### src/rtl/fsa_pkg.sv
package fsa_pkg;

    typedef enum logic [1:0] {
        LS_OFF   = 2'd0,
        LS_ARMED = 2'd1,
        LS_SEND  = 2'd2
    } lane_st_e;

endpackage

### src/rtl/fsa_ctrl.sv
module fsa_ctrl
    import fsa_pkg::*;
#(
    parameter int WORD_W = 24
) (
    input  logic clk,
    input  logic rst_n,
    input  logic bit_tick,
    input  logic frame_sync,
    input  logic tx_en,
    input  logic net_mode,
    output logic load,
    output logic shift,
    output logic active
);
    localparam int CW = (WORD_W > 2) ? $clog2(WORD_W) : 1;
    localparam logic [CW-1:0] LAST_BIT = CW'(WORD_W - 1);

    lane_st_e        st, st_n;
    logic [CW-1:0]   cnt;
    logic            restart;
    logic            last;

    assign last = (cnt == LAST_BIT);

    // state register
    always_ff @(posedge clk or negedge rst_n) begin
        if (!rst_n) st <= LS_OFF;
        else        st <= st_n;
    end

    // next state and strobes
    always_comb begin
        st_n   = st;
        load   = 1'b0;
        shift  = 1'b0;
        active = 1'b0;
        unique case (st)
            LS_OFF: begin
                if (tx_en) st_n = LS_ARMED;
            end
            LS_ARMED: begin
                if (!tx_en) begin
                    st_n = LS_OFF;
                end else if (bit_tick && frame_sync) begin
                    load = 1'b1;
                    st_n = LS_SEND;
                end
            end
            LS_SEND: begin
                active = 1'b1;
                shift  = bit_tick;
                if (bit_tick && last) begin
                    if (tx_en && (frame_sync || (net_mode && !restart))) begin
                        load = 1'b1;
                        st_n = LS_SEND;
                    end else if (tx_en) begin
                        st_n = LS_ARMED;
                    end else begin
                        st_n = LS_OFF;
                    end
                end
            end
            default: st_n = LS_OFF;
        endcase
    end

    // bit counter and restart memory
    always_ff @(posedge clk or negedge rst_n) begin
        if (!rst_n) begin
            cnt     <= '0;
            restart <= 1'b0;
        end else begin
            if (load)
                cnt <= '0;
            else if (shift)
                cnt <= cnt + CW'(1);
            if (load || st != LS_SEND)
                restart <= 1'b0;
            else if (!tx_en)
                restart <= 1'b1;
        end
    end

    p_start_on_fs_r3: assert property (@(posedge clk) disable iff (!rst_n)
        $rose(active) |-> $past(bit_tick && frame_sync));

    p_stop_on_boundary_r5: assert property (@(posedge clk) disable iff (!rst_n)
        $fell(active) |-> $past(bit_tick && last));

    p_restart_silence_r7: assert property (@(posedge clk) disable iff (!rst_n)
        (active && restart && bit_tick && last && !frame_sync) |=> !active);

endmodule

### src/rtl/fsa_datapath.sv
module fsa_datapath #(
    parameter int WORD_W = 24
) (
    input  logic              clk,
    input  logic              rst_n,
    input  logic              wr_en,
    input  logic [WORD_W-1:0] wr_data,
    input  logic              load,
    input  logic              shift,
    input  logic              clr_flags,
    output logic              ser_bit,
    output logic              tde,
    output logic              underrun
);
    logic [WORD_W-1:0] hold;
    logic [WORD_W-1:0] sr;

    always_ff @(posedge clk or negedge rst_n) begin
        if (!rst_n) begin
            hold     <= '0;
            sr       <= '0;
            tde      <= 1'b1;
            underrun <= 1'b0;
        end else begin
            if (load)
                sr <= tde ? '0 : hold;
            else if (shift)
                sr <= {sr[WORD_W-2:0], 1'b0};
            if (wr_en) begin
                hold <= wr_data;
                tde  <= 1'b0;
            end else if (load) begin
                tde  <= 1'b1;
            end
            underrun <= (underrun & ~clr_flags) | (load & tde);
        end
    end

    assign ser_bit = sr[WORD_W-1];

    p_tde_on_write_r8: assert property (@(posedge clk) disable iff (!rst_n)
        wr_en |=> !tde);

    p_underrun_sticky_r9: assert property (@(posedge clk) disable iff (!rst_n)
        (underrun && !clr_flags) |=> underrun);

    p_zero_word_r9: assert property (@(posedge clk) disable iff (!rst_n)
        (load && tde) |=> !ser_bit);

endmodule

### src/rtl/fsa_pinsel.sv
module fsa_pinsel #(
    parameter bit SHARED_PIN = 1'b1
) (
    input  logic clk,
    input  logic rst_n,
    input  logic tx_en,
    input  logic rx_en,
    input  logic clr_flags,
    input  logic active,
    output logic pin_oe,
    output logic rx_sel,
    output logic cfg_err
);
    assign pin_oe = active;

    if (SHARED_PIN) begin : g_shared
        logic err_q;
        always_ff @(posedge clk or negedge rst_n) begin
            if (!rst_n) err_q <= 1'b0;
            else        err_q <= (err_q & ~clr_flags) | (tx_en & rx_en);
        end
        assign rx_sel  = ~tx_en & rx_en;
        assign cfg_err = err_q;

        p_tx_priority_r11: assert property (@(posedge clk) disable iff (!rst_n)
            !(rx_sel && pin_oe && tx_en));

        p_cfg_sticky_r11: assert property (@(posedge clk) disable iff (!rst_n)
            (tx_en && rx_en) |=> cfg_err);
    end else begin : g_private
        logic unused_rx;
        assign unused_rx = rx_en ^ clr_flags;
        assign rx_sel    = 1'b0;
        assign cfg_err   = 1'b0;
    end

endmodule

### src/rtl/fsa_tx_lane.sv
module fsa_tx_lane #(
    parameter int WORD_W     = 24,
    parameter int NUM_LANES  = 3,
    parameter int LANE       = 2,
    parameter bit SHARED_PIN = 1'b1
) (
    input  logic                 clk,
    input  logic                 rst_n,
    input  logic                 bit_tick,
    input  logic                 frame_sync,
    input  logic                 net_mode,
    input  logic [NUM_LANES-1:0] tx_ctrl,
    input  logic                 rx_en,
    input  logic                 wr_en,
    input  logic [WORD_W-1:0]    wr_data,
    input  logic                 clr_flags,
    output logic                 sd_out,
    output logic                 sd_oe,
    output logic                 rx_sel,
    output logic                 tde,
    output logic                 underrun,
    output logic                 cfg_err
);
    logic te, load, shift, active, ser_bit;
    logic unused_ctrl;

    assign te          = tx_ctrl[LANE];
    assign unused_ctrl = ^tx_ctrl;

    fsa_ctrl #(.WORD_W(WORD_W)) u_ctrl (
        .clk        (clk),
        .rst_n      (rst_n),
        .bit_tick   (bit_tick),
        .frame_sync (frame_sync),
        .tx_en      (te),
        .net_mode   (net_mode),
        .load       (load),
        .shift      (shift),
        .active     (active)
    );

    fsa_datapath #(.WORD_W(WORD_W)) u_dp (
        .clk       (clk),
        .rst_n     (rst_n),
        .wr_en     (wr_en),
        .wr_data   (wr_data),
        .load      (load),
        .shift     (shift),
        .clr_flags (clr_flags),
        .ser_bit   (ser_bit),
        .tde       (tde),
        .underrun  (underrun)
    );

    fsa_pinsel #(.SHARED_PIN(SHARED_PIN)) u_pin (
        .clk       (clk),
        .rst_n     (rst_n),
        .tx_en     (te),
        .rx_en     (rx_en),
        .clr_flags (clr_flags),
        .active    (active),
        .pin_oe    (sd_oe),
        .rx_sel    (rx_sel),
        .cfg_err   (cfg_err)
    );

    assign sd_out = active & ser_bit;

    p_load_gated_r6: assert property (@(posedge clk) disable iff (!rst_n)
        load |-> te);

    p_float_when_idle_r4: assert property (@(posedge clk) disable iff (!rst_n)
        !sd_oe |-> !sd_out);

endmodule

### config.mk
export PLATFORM = sky130hd
export DESIGN_NAME = fsa_tx_lane
export DESIGN_NICKNAME = d
export VERILOG_FILES = /design/src/rtl/fsa_pkg.sv /design/src/rtl/fsa_ctrl.sv /design/src/rtl/fsa_datapath.sv /design/src/rtl/fsa_pinsel.sv /design/src/rtl/fsa_tx_lane.sv
export SDC_FILE = /design/constraint.sdc
export NUM_CORES = 1
export LEC_CHECK = 0
export ABC_AREA = 1
export BUFFER_PORTS_ARGS = -buffer_cell sky130_fd_sc_hd__buf_4
export CORE_ASPECT_RATIO = 1.4
export CORE_UTILIZATION = 45
export CTS_BUF_LIST = sky130_fd_sc_hd__clkbuf_4 sky130_fd_sc_hd__clkbuf_8
export CTS_CLUSTER_SIZE = 28
export DETAILED_ROUTE_END_ITERATION = 16
export PLACE_DENSITY = 0.72
export SLEW_MARGIN = 20
export SYNTH_ARGS = -nofsm -noshare
export SYNTH_HDL_FRONTEND = slang
export SYNTH_SLANG_ARGS = --single-unit
### constraint.sdc
create_clock -name clk -period 2 [get_ports clk]
set_input_delay 0.5 -clock clk [delete_from_list [all_inputs] [get_ports clk]]
set_output_delay 0.5 -clock clk [all_outputs]
set_load 0.05 [all_outputs]
# [Word level (Yosys, flattened, before mapping)]
# Index checks and enable logic that the tools add are counted.
[totals] input_bits=35 mem_bits_rw=0 mem_bits_ro=0 latchBits=0 wordCells=61 reg_bits=59 mem_count=0
[classes] add_sub_neg=1 mux=23 n_mul=0 shifts=0 magnitude_cmp=0 n_eq_ne=8 div_mod_pow=0 reduce_logical=11 bitwise=10
[op_table] op="24-bit two-way mux" n=3
[op_table] op="1-bit two-way mux" n=11
[op_table] op="2-bit two-way mux" n=5
[op_table] op="5-bit two-way mux" n=2
[op_table] op="1-bit bitwise AND" n=6
[op_table] op="2-bit one-hot mux with 3 select lines" n=1
[op_table] op="5-bit by 1-bit adder with 5-bit output, second input constant" n=1
[op_table] op="5-bit equality test, second input constant" n=1
[op_table] op="1-bit logical AND" n=4
[op_table] op="2-bit by 1-bit inequality test with 1-bit output, second input constant" n=2
[op_table] op="2-bit inequality test, second input constant" n=2
[op_table] op="2-bit nonzero test" n=2
[op_table] op="3-bit by 2-bit inequality test with 1-bit output, second input constant" n=1
[op_table] op="3-bit AND reduction" n=1
[op_table] op="2-bit by 1-bit equality test with 1-bit output, second input constant" n=1
[op_table] op="2-bit equality test, second input constant" n=1
[op_table] op="2-bit zero test" n=1
[op_table] op="1-bit logical OR" n=2
[op_table] op="1-bit inverter" n=2
[op_table] op="1-bit OR" n=2
[op_table] op="1-bit one-hot mux with 2 select lines" n=1
[op_table] op="1-bit zero test" n=1

# [Logic depth before layout (Yosys ltp)]
[depth] depth_word=9 ltp_mapped=12 ltp_nobuf=11

# [Modules after synthesis]
# A second synthesis with hierarchy kept.
[unflattened] hier_cells=373 area_unflattened_um2=2914.0
[by_module_without_submodules] module="fsa_datapath" area_each_um2=2274.7 n_inst=1 cells_each=286 seq_area_each_um2=1252.5
[by_module_without_submodules] module="fsa_ctrl" area_each_um2=576.8 n_inst=1 cells_each=77 seq_area_each_um2=200.2
[by_module_without_submodules] module="fsa_pinsel" area_each_um2=55.1 n_inst=1 cells_each=8 seq_area_each_um2=25.0
[by_module_without_submodules] module="fsa_tx_lane" area_each_um2=7.5 n_inst=1 cells_each=2 seq_area_each_um2=0.0

# [Worst setup path after synthesis]
# No wires, ideal clock.
[synth_timing] path_kind="reg-to-reg" from="register u_ctrl.st[0]" to="register u_dp.sr[10]" path_slack_ns=0.015 stages_incl_launch_ff=13 arrival_ns=1.868 n_path_buf=1 required_time_ns=1.883 cell_sequence="dfrtp_1 > inv_1 > ha_1 > nand2_1 > a21oi_2 > nand2_1 > nand2_4 > nand2_4 > buf_6 > nand2_1 > nand2_1 > nand2_1 > nand2_1"
[synth_between] elab_chain_len=3 elab_cells_between_ends=6
[synth_rtl] element="from (decl)" line="fsa_ctrl.sv:19" source="lane_st_e st, st_n;"
[synth_rtl] element="from (signal assigned)" line="fsa_ctrl.sv:29" source="else st <= st_n;"
[synth_rtl] element="2-bit equality test / 2-bit by 1-bit equality test with 1-bit output (equally long branches)" line="fsa_ctrl.sv:38" source="unique case (st)"
[synth_rtl] element="1-bit one-hot mux with 2 select lines / 1-bit two-way mux (equally long branches)" line="fsa_ctrl.sv:38"
[synth_rtl] element="24-bit two-way mux / 2-bit nonzero test (equally long branches)"
[synth_rtl] element="to (signal assigned)" line="fsa_datapath.sv:26" source="sr <= tde ? '0 : hold;"
[synth_rtl] element="to (signal assigned)" line="fsa_datapath.sv:28" source="sr <= {sr[WORD_W-2:0], 1'b0};"
[synth_rtl] element="to (decl)" line="fsa_datapath.sv:16" source="logic [WORD_W-1:0] sr;"
# Parallel ways exist; a longest one is shown, timed or not.
# A chain may end at the register's enable or synchronous reset.

# [Worst setup path after layout]
[layout_timing] from="register u_ctrl.st[0]" to="output sd_out"
[layout_between] elab_chain_len=3
[layout_rtl] element="2-bit equality test" line="fsa_ctrl.sv:38"
[layout_rtl] element="1-bit two-way mux" line="fsa_ctrl.sv:38"
[layout_rtl] element="1-bit bitwise AND" line="fsa_tx_lane.sv:67" source="assign sd_out = active & ser_bit;"
[layout_rtl] element="to (decl)" line="fsa_tx_lane.sv:17" source="output logic sd_out,"
# Every way passes these cells.

==> results.tsv <==
stage	metric	value	unit
run_status	status	complete, no violations	
cts	Root Driver	clkbuf_8	
cts	clk slew on worst S/H paths	0.06	ns
critical_path	Crit. End Element	output pin	
synthesis	post-synthesis sequential area ratio	49.9	%
synthesis	Yosys Warn Count	0	
sta	period utilization	94.0	%
critical_path	CP max FO	5	
cells_and_area	share of layout cells above drive strength 1	18.6	%
floorplan	row count	34	
synthesis	most common cell in the netlist	nand2_1	
route	Routed WL	5.49	mm
cts	Max clock buf depth	2	
synthesis	Post-synth top cells	nand2_1, dfrtp_1, nand3_1	
synthesis	mapped cell area	2960	um2
placed_design	routability cong.	0.750	
cts	Post-CTS Setup Inserts	0	
power_and_ir_drop	Max VDD drop	0.621	mV
floorplan	Starting Density	47.0	%
synthesis	number of synthesized flops with an enable pin	0	
critical_path	required time of the critical path	1.50	ns
sta	clock skew	0.00541	ns
grt	vias in the first global route	2328	
cts	Num CTS Buffers	9	
sta	post-route minimum period	1.88	ns
cells_and_area	layout net count	449	
route	Final ANT Viol Nets	0	
synthesis	Mapped Avg Cell Area	7.93	um2
sta	RSZ-0062 raised after global routing	false	
power_and_ir_drop	Comb pwr share	27.9	%
synthesis	top_reg_cell synth	dfrtp_1	
route	WL/cell	11.3	um
floorplan	Core Area	6300	um2
sta	Worst slew margin	52.5	%
cells_and_area	final instance area	3510	um2
cells_and_area	area of the multi-input gates	1230	um2
power_and_ir_drop	Seq pwr share	41.6	%
route	initial DRC count	72	
power_and_ir_drop	Psw	1310	uW
critical_path	Worst Setup Start Kind	register	
synthesis	ys async rst share	100	%
synthesis	Yosys reg bits	59	
power_and_ir_drop	Sw Ratio	32.4	%
sta	Hold Fails Final Rpt	0	
synthesis	Net Count, Synth	413	
cells_and_area	FILL cells	596	
floorplan	Die ar.	6910	um2
sta	Slew Viols, Final	0	
grt	largest net degree at the start of global routing	60	
critical_path	Critical Path AT	1.38	ns
synthesis	Synth top area share	49.0	%
power_and_ir_drop	Leak Pwr	0.00192	uW
cts	CTS H-tree lvls	3	
power_and_ir_drop	Clk pwr share	30.5	%
grt	first-pass GRT wire length	10.0	mm
grt	grt ovf	0	
sta	Min Hold Slack	0.209	ns
sta	TNS Setup	0	ns
synthesis	Area contributors post-synth	dfrtp_1, nand2_1, nand3_1	
floorplan	Ports	41	
power_and_ir_drop	P_int	2730	uW
cts	worst-skew pair later-pin latency	0.34	ns
floorplan	Die H	98.0	um
route	Pre-antenna DRT Iters	6	
cts	CTS tree	yes	
placed_design	I/O Buffers	38	
synthesis	Yosys cell types	24	
cts	Clock Sinks	59	
flow_run	Max-Cap Viols	0	
sta	Worst Max-Slew Pin Slew	0.713	ns
cells_and_area	Inserted Diodes	0	
cells_and_area	P&R area growth vs syn	18.8	%
route	residual DRC count	0	
placed_design	HPWL Detailed	3.74	mm
placed_design	DP Area	3270	um2
worst_hold_path	Tightest Hold Check Type	in2async	
grt	initial antenna violation count	0	
route	via density per instance	4.94	
route	Via Count	2402	
power_and_ir_drop	Pwr Density	1150	nW/um2
sta	fmax	532	MHz
critical_path	crit path kind	reg2out	
sta	endpoints failing setup	0	
synthesis	cell taking the most area after synthesis	dfrtp_1	
floorplan	chip width	70.5	um
cells_and_area	sequential cell area	1480	um2
synthesis	cells after synthesis	373	
grt	gr usage total	18.6	%
## final cells by class
cell class	count	share of cell area (%)
inverter	35	3.74
tap	72	2.56
clock buffer	12	4.52
clock inverter	4	2.06
sequential	59	42.0
multi-input combinational	257	34.9
timing repair buffer	47	10.1
## critical path, stage by stage (launching register included)
cell     delay (ns)
dfrtp_1        0.41
inv_2          0.10
ha_4           0.16
buf_4          0.13
nand2_1        0.05
inv_1          0.06
buf_6          0.15
## kinds of logic after synthesis
group	Yosys count	synth area share [%]
and+or+nand+nor	209	29.7
DFF	59	49.9
buffers and inverters	57	9.01
AOI/OAI and AO/OA	35	6.51
adders and majority gates	5	2.11
xor gates and xnor gates	4	1.18
muxes	4	1.52
## path summary, 6_finish.rpt
kind                              start             to  slack (ns)  depth (start not counted)
min                               rst_n    u_dp.sr[18]        0.21                          1
min reg2reg                u_dp.hold[0]     u_dp.sr[0]        0.50                          2
max                        u_ctrl.st[0]         sd_out        0.12                          6
min in group clk              clr_flags  u_dp.underrun        0.35                          2
max reg2reg                u_ctrl.st[0]    u_dp.sr[14]        0.25                         12
max in group asynchronous         rst_n     u_dp.sr[3]        1.31                          1
## cell usage in the layout (no fill, tap or decap), types with 2 or more instances in the layout
cell type	count
buf_4	46
nand3_1	54
o21ai_2	2
nand2_1	122
inv_1	34
dfrtp_1	58
nand2_4	3
clkbuf_8	11
a21oi_1	5
mux2_2	4
o21ai_0	25
xor2_1	3
ha_1	4
bufinv_16	2
nor2_1	28
## flip-flops by register name, indices dropped and copies added (netlist names)
register        flops
u_dp.tde            1
u_dp.hold          24
u_dp.underrun       1
u_ctrl.restart      1
u_ctrl.st           2
u_dp.sr            24
u_ctrl.cnt          5
u_pin.cfg_err       1
## power groups by stage
| stage | logic, uW | registers [uW] | clock network [uW] |
|---|---|---|---|
| finish | 1130 | 1680 | 1230 |
| global placement | 1100 | 1680 | 0 |
| detailed placement | 1120 | 1690 | 0 |
| global route | 1310 | 1720 | 1320 |
| CTS | 1130 | 1670 | 1270 |
| floorplan | 874 | 1660 | 0 |
## repair_timing
action / in CTS / in global routing
resized for setup: 2 / 2
hold endpoints to repair: 0 / 0
setup endpoints to repair: 1 / 6
hold buffers: 0 / 0
## through the flow
| stage | std cells | power (uW) | worst slack (ns) | utilization (%) |
|---|---|---|---|---|
| final | 486 | 4040 | 0.119 | 55.8 |
| after global routing | 486 | 4350 | 0.0430 | 55.8 |
| after CTS | 486 | 4080 | 0.0120 | 55.7 |
| after detailed placement | 470 | 2810 | 0.145 | 51.9 |
| after global placement | 470 | 2780 | 0.195 | 51.9 |
| after floorplan | 373 | 2540 | 0.0151 | - |
## routing by layer
| layer | global-route usage, % | vias to the layer above | wire length, um |
|---|---|---|---|
| met5 | 0 | - | 0 |
| met3 | 3.61 | 9 | 194 |
| li1 | - | 1243 | - |
| met4 | 11.7 | 0 | 158 |
| met1 | 23.0 | 1106 | 2580 |
| met2 | 30.0 | 44 | 2560 |
(Power assumes the default switching activity.)
